`src/rtl/xbar_pkg.sv`:
```
package xbar_pkg;

  // True when an index names a real port of a bank of size n.
  function automatic logic idx_ok(input logic [7:0] idx, input int unsigned n);
    return int'(idx) < int'(n);
  endfunction

endpackage

```
`src/rtl/xbar_port_dec.sv`:
```
module xbar_port_dec #(
  parameter int N_IN   = 34,
  parameter int N_OUT  = 34,
  parameter int ADDR_W = 6,
  parameter int SEL_W  = 6
) (
  input  logic [ADDR_W-1:0] addr,
  input  logic [SEL_W-1:0]  wdata,
  input  logic              wr_en,
  output logic              sel_we,
  output logic              commit
);
  import xbar_pkg::*;

  localparam int CMD_ADDR = N_OUT;

  logic addr_is_sel;
  logic data_ok;

  always_comb begin
    addr_is_sel = idx_ok(8'(addr), N_OUT);
    data_ok     = idx_ok(8'(wdata), N_IN);
    sel_we      = wr_en && addr_is_sel && data_ok;
    commit      = wr_en && (int'(addr) == CMD_ADDR);
  end

endmodule

```
`src/rtl/xbar_cfg_bank.sv`:
```
module xbar_cfg_bank #(
  parameter int N_IN   = 34,
  parameter int N_OUT  = 34,
  parameter int ADDR_W = 6,
  parameter int SEL_W  = 6
) (
  input  logic                        clk,
  input  logic                        rst_n,
  input  logic                        sel_we,
  input  logic [ADDR_W-1:0]           sel_idx,
  input  logic [SEL_W-1:0]            wdata,
  input  logic                        commit,
  output logic [N_OUT-1:0][SEL_W-1:0] shd_q,
  output logic [N_OUT-1:0][SEL_W-1:0] act_q,
  output logic                        pending
);
  import xbar_pkg::*;

  logic [N_OUT-1:0] diff;

  for (genvar g = 0; g < N_OUT; g++) begin : g_ent
    logic [SEL_W-1:0] shd_r;
    logic [SEL_W-1:0] act_r;
    logic             hit;

    assign hit = sel_we && (int'(sel_idx) == g);

    always_ff @(posedge clk or negedge rst_n) begin
      if (!rst_n) begin
        shd_r <= SEL_W'(g);
      end else if (hit) begin
        shd_r <= wdata;
      end
    end

    always_ff @(posedge clk or negedge rst_n) begin
      if (!rst_n) begin
        act_r <= SEL_W'(g);
      end else if (commit) begin
        act_r <= shd_r;
      end
    end

    assign shd_q[g] = shd_r;
    assign act_q[g] = act_r;
    assign diff[g]  = (shd_r != act_r);
  end

  assign pending = |diff;

  logic act_all_ok;
  always_comb begin
    act_all_ok = 1'b1;
    for (int i = 0; i < N_OUT; i++) begin
      if (!idx_ok(8'(act_q[i]), N_IN)) act_all_ok = 1'b0;
    end
  end

  // without a commit the active bank never moves
  p_act_hold_r2: assert property (@(posedge clk) disable iff (!rst_n)
    !commit |=> $stable(act_q));

  // a commit lands the whole shadow bank in one edge
  p_commit_copy_r3: assert property (@(posedge clk) disable iff (!rst_n)
    commit |=> (act_q == $past(shd_q)));

  // active entries always name a real input
  p_act_range_r6: assert property (@(posedge clk) disable iff (!rst_n)
    act_all_ok);

  // a commit with no simultaneous staging leaves nothing pending
  p_pend_clear_r7: assert property (@(posedge clk) disable iff (!rst_n)
    (commit && !sel_we) |=> !pending);

endmodule

```
`src/rtl/xbar_mux_array.sv`:
```
module xbar_mux_array #(
  parameter int N_IN  = 34,
  parameter int N_OUT = 34,
  parameter int SEL_W = 6
) (
  input  logic [N_IN-1:0]             din,
  input  logic [N_OUT-1:0][SEL_W-1:0] sel,
  output logic [N_OUT-1:0]            dout
);
  import xbar_pkg::*;

  for (genvar g = 0; g < N_OUT; g++) begin : g_mux
    always_comb begin
      dout[g] = 1'b0;
      for (int i = 0; i < N_IN; i++) begin
        if (int'(sel[g]) == i) dout[g] = din[i];
      end
    end
  end

endmodule

```
`src/rtl/xbar_switch.sv`:
```
module xbar_switch #(
  parameter int N_IN   = 34,
  parameter int N_OUT  = 34,
  parameter int SEL_W  = $clog2(N_IN),
  parameter int ADDR_W = $clog2(N_OUT + 2)
) (
  input  logic              clk,
  input  logic              rst_n,
  input  logic [ADDR_W-1:0] addr,
  input  logic [SEL_W-1:0]  wdata,
  input  logic              wr_en,
  input  logic              rd_en,
  output logic [SEL_W-1:0]  rdata,
  input  logic [N_IN-1:0]   din,
  output logic [N_OUT-1:0]  dout
);
  import xbar_pkg::*;

  localparam int PEND_ADDR = N_OUT + 1;

  logic                        sel_we;
  logic                        commit;
  logic                        pending;
  logic [N_OUT-1:0][SEL_W-1:0] shd_q;
  logic [N_OUT-1:0][SEL_W-1:0] act_q;
  logic [SEL_W-1:0]            rd_val;

  xbar_port_dec #(.N_IN(N_IN), .N_OUT(N_OUT), .ADDR_W(ADDR_W), .SEL_W(SEL_W)) u_dec (
    .addr   (addr),
    .wdata  (wdata),
    .wr_en  (wr_en),
    .sel_we (sel_we),
    .commit (commit)
  );

  xbar_cfg_bank #(.N_IN(N_IN), .N_OUT(N_OUT), .ADDR_W(ADDR_W), .SEL_W(SEL_W)) u_bank (
    .clk     (clk),
    .rst_n   (rst_n),
    .sel_we  (sel_we),
    .sel_idx (addr),
    .wdata   (wdata),
    .commit  (commit),
    .shd_q   (shd_q),
    .act_q   (act_q),
    .pending (pending)
  );

  xbar_mux_array #(.N_IN(N_IN), .N_OUT(N_OUT), .SEL_W(SEL_W)) u_mux (
    .din  (din),
    .sel  (act_q),
    .dout (dout)
  );

  always_comb begin
    rd_val = '0;
    if (idx_ok(8'(addr), N_OUT)) begin
      for (int i = 0; i < N_OUT; i++) begin
        if (int'(addr) == i) rd_val = act_q[i];
      end
    end else if (int'(addr) == PEND_ADDR) begin
      rd_val = SEL_W'(pending);
    end
  end

  always_ff @(posedge clk or negedge rst_n) begin
    if (!rst_n) begin
      rdata <= '0;
    end else if (rd_en) begin
      rdata <= rd_val;
    end
  end

  // rejected writes leave the shadow bank untouched
  p_reject_hold_r6: assert property (@(posedge clk) disable iff (!rst_n)
    (wr_en && !sel_we && !commit) |=> $stable(shd_q));

  // read data only moves on a read strobe
  p_rdata_hold_r8: assert property (@(posedge clk) disable iff (!rst_n)
    !rd_en |=> $stable(rdata));

endmodule

```
`config.mk`:
```
export PLATFORM = sky130hd
export DESIGN_NAME = xbar_switch
export DESIGN_NICKNAME = d
export VERILOG_FILES = /design/src/rtl/xbar_pkg.sv /design/src/rtl/xbar_port_dec.sv /design/src/rtl/xbar_cfg_bank.sv /design/src/rtl/xbar_mux_array.sv /design/src/rtl/xbar_switch.sv
export SDC_FILE = /design/constraint.sdc
export NUM_CORES = 2
export LEC_CHECK = 0
export BUFFER_PORTS_ARGS = -buffer_cell sky130_fd_sc_hd__buf_2
export CAP_MARGIN = 10
export CORE_MARGIN = 4
export CORE_UTILIZATION = 45
export DETAILED_ROUTE_END_ITERATION = 10
export PLACE_DENSITY = 0.72
export SYNTH_ARGS = -nofsm -noshare
export SYNTH_HDL_FRONTEND = slang
export SYNTH_HIERARCHICAL = 1
export SYNTH_SLANG_ARGS = --single-unit
export TNS_END_PERCENT = 5
```
`constraint.sdc`:
```
create_clock -name clk -period 2.2 [get_ports clk]
set_input_delay 0 -clock clk [delete_from_list [all_inputs] [get_ports clk]]
set_output_delay 0 -clock clk [all_outputs]
set_load 0.05 [all_outputs]
```
==> flow_metrics.env <==
export IMPL_grt_max_degree=74
export IMPL_first_pass_iters=9
export IMPL_cts_tree="done"
export IMPL_wl_per_cell_um=31.06
export IMPL_synth_compound_area_share_pct=21.03
export IMPL_p_per_area_nw_per_um2=435.8
export IMPL_syn_to_final_growth_pct=26.18
export IMPL_worst_setup_path_end_kind="output pin"
export IMPL_via_per_inst=6.933
export IMPL_synth_ff_type="dfrtp_1"
export IMPL_worst_slack_ns=-0.8593
export IMPL_vias=41480
export IMPL_maxSlewHeadroom_pct=32.98
export IMPL_p_clk_share_pct=33.9
export IMPL_internal_power_w=0.01422
export IMPL_final_util_pct=57.20
export IMPL_ys_warn_count=6
export IMPL_ys_seq_area_share_pct=27.90
export IMPL_first_global_vias=38470
export IMPL_start_util_pct=45.33
export IMPL_p_sw_share_pct=31.74
export IMPL_synth_nets=4379
export IMPL_post_route_drc_count=0
export IMPL_r2r_cells=13
export IMPL_drt_iter0_drc=6767
export IMPL_r2r_slack_ns=-0.77
export IMPL_core_area_um2=83560
export IMPL_required_ns=2.20
export IMPL_multi_input_area_um2=25620
export IMPL_fp_dieW_um=298.1
export IMPL_ant_nets=0
export IMPL_ff_latch_area_um2=10570
export IMPL_cts_sinks=414
export IMPL_synth_area_um2=37880
export IMPL_violations="hold timing, setup timing"
export IMPL_setup_viol=37
export IMPL_grt_pass1_wl_um=262800
export IMPL_ys_ff_latch=414
export IMPL_finalMaxSlewViolations=0
export IMPL_hpwlAfterDp_um=135300
export IMPL_fin_nets=4906
export IMPL_global_route_overflow_total=0
export IMPL_dieArea_um2=88880
export IMPL_cpMaxStageDelayCell="dfstp_2"
export IMPL_antenna_found_initial=17
export IMPL_cts_inserted_buffers=42
export IMPL_rsz0062_at_grt="true"
export IMPL_synth_edff_count=0
export IMPL_r2r_end="rdata[0]"
export IMPL_avgSynthCellArea_um2=8.750
export IMPL_synth_top_family_by_area="multiplexers"
export IMPL_path_clk_slew_ns=0.06
export IMPL_synth_xor_xnor_area_share_pct=4.763
export IMPL_synth_simple_area_share_pct=18.54
export IMPL_slowest_delay_ns=0.57
export IMPL_muxShareOfSynthArea_pct=21.89
export IMPL_period_minus_slack_ns=3.059
export IMPL_fin_crit_sh_pct=139.1
export IMPL_cts_root_buf="clkbuf_16"
export IMPL_cp_cell_sequence="buf_12 > mux2i_2 > mux4_2 > a311o_1 > a2111oi_2 > a211oi_1 > nor2_1 > o22a_2 > buf_12"
export IMPL_cts_max_level=2
export IMPL_worst_skew_pair_late_latency_ns=0.57
export IMPL_crit_top_cell="buf_12"
export IMPL_critical_path_startpoint="u_bank/g_ent[7].act_r[0]"
export IMPL_io_buffers=89
export IMPL_timing_hold_ws_ns=-0.0003506
export IMPL_final_common_cell="buf_4"
export IMPL_clock_skew_ns=0.02959
export IMPL_min_path_type="input pin to asynchronous set/reset pin"
export IMPL_reg2reg_from="u_bank/g_ent[5].act_r[2]"
export IMPL_power_leakage_nw=20.18
export IMPL_wirelength_um=185800
export IMPL_async_reset_ff_share_pct=100.0
export IMPL_syn_inst=4329
export IMPL_finalHoldViolations=1
export IMPL_worst_pin_slew_ns=1.005
export IMPL_die_h_um=298.1
export IMPL_maxCapViolCount=0
export IMPL_pwr_share_comb_pct=26.6
export IMPL_status="finished, violations left"
export IMPL_fmax_mhz=326.9
export IMPL_layout_common_cells="701 x buf_4, 428 x mux2_2, 298 x nor2_1"
export IMPL_globalplace_congestion=1.066
export IMPL_ios=90
export IMPL_peakVddDrop_v=0.0006885
export IMPL_crit_type="flop to output pin"
export IMPL_pwr_share_seq_pct=39.5
export IMPL_yosys_area_share_adder_pct=0
export IMPL_worstPathArrival_ns=3.06
export IMPL_startpoint_type="flop"
export IMPL_clock_path_buffers=3
export IMPL_ys_types=103
export IMPL_path_max_fanout=8
export IMPL_fillers=7163
export IMPL_power_switching_w=0.006609
export IMPL_grt_use_total_pct=39.58
export IMPL_drive_gt1_share_pct=37.02
export IMPL_rows=106
## layout make-up
type | count | share of cell area [%]
Multi-Input combinational cell | 3382 | 53.60
Sequential cell | 414 | 22.11
Timing Repair Buffer | 929 | 17.90
Tap cell | 1080 | 2.827
Clock buffer | 64 | 2.521
Inverter | 87 | 0.6833
Clock inverter | 13 | 0.2880
Antenna cell | 14 | 0.07330
## per-layer routing
layer  part of all wire, %  vias to the layer above  global-route usage, %
met4                   8.6                        6                  26.07
li1                      -                    17430                      -
met3                    15                      849                  12.64
met2                    40                     3242                  55.80
met5                 0.025                        -                      0
met1                    37                    19950                  51.88
## sequential cells by signal, indices dropped and copies added (netlist names)
register / cells
u_bank/g_ent.shd_r: 204
rdata: 6
u_bank/g_ent.act_r: 204
## cells by family after synthesis
group,Yosys count
compound gates,1190
xor+xnor,206
buf+inv,533
flops,414
mux,679
simple gates,1307
## cell usage after synthesis, drive strengths merged, types with 21 or more instances
cell type    n  area share [%]
nand2      266             2.6
dfstp      166              12
o21ai      309             4.1
or3         24            0.40
nor3        93             1.3
a22oi       42            0.83
a22o        22            0.51
clkbuf     300             3.1
a2111oi     28            0.68
dfrtp      248              16
nand2b      91             1.5
o211ai      62             1.2
mux4        72             4.3
nor3b       36            0.73
nor4b       22            0.55
a211oi      60             1.2
nor4        88             1.5
a221oi      28            0.65
o31ai       33            0.65
inv         82            0.81
o221ai      27            0.62
a31oi       56            0.92
nor2       306             3.1
mux2i      167             4.4
nand3b      21            0.48
mux2       440              13
nand3       83             1.1
buf        146             1.9
nand4       49            0.81
o32ai       21            0.49
a21oi      214             2.8
and3        26            0.43
nor2b      108             1.8
o22ai       63             1.0
xor2       197             4.6
## power groups by stage
| stage | sequential (W) | clock (W) | combinational, W |
|---|---|---|---|
| floorplan | 0.00836 | 0 | 0.00245 |
| CTS | 0.00821 | 0.00710 | 0.00526 |
| detailed placement | 0.00832 | 0 | 0.00507 |
| global route | 0.00825 | 0.00742 | 0.00565 |
| finish | 0.00822 | 0.00706 | 0.00554 |
| global placement | 0.00830 | 0 | 0.00502 |
## how the worst max path moves through the flow
stage,end,cells after the start
2_1_floorplan,dout[19],7
3_3_place_gp,rdata[0],12
3_5_place_dp,rdata[0],12
4_1_cts,dout[7],9
5_1_grt,dout[7],9
6_report,dout[7],9
## critical path: cells and delay by family, from the launching register on
kind	cells	cell delay [ns]
AO/OA/AOI/OAI	4	0.90
buffers and inverters	2	0.31
flip-flops	1	0.57
multiplexers	2	0.58
AND/OR/NAND/NOR	1	0.14
## stage by stage
step                      TNS (ns)  cell area (µm²)  std cells  setup WS [ns]  power, W
after floorplan             -4.091            37970       4329        -0.2715   0.01081
after global routing        -25.33            47770       5972        -0.9195   0.02132
after CTS                   -21.58            47450       5968        -0.8421   0.02056
after detailed placement    -11.24            45160       5885         -1.035   0.01339
final                       -22.24            47790       5983        -0.8593   0.02083
after global placement      -8.693            45160       5885        -0.8894   0.01332
## repair_timing
item,4_1_cts,5_1_grt
buffers inserted,2,1
hold buffers,2,0
gates cloned,2,0
setup endpoints to repair,38,38
pin swaps,46,6
gates resized for setup,225,66
endpoints found under the hold margin,280,0
No activity file was read; power rests on OpenSTA's default activity.
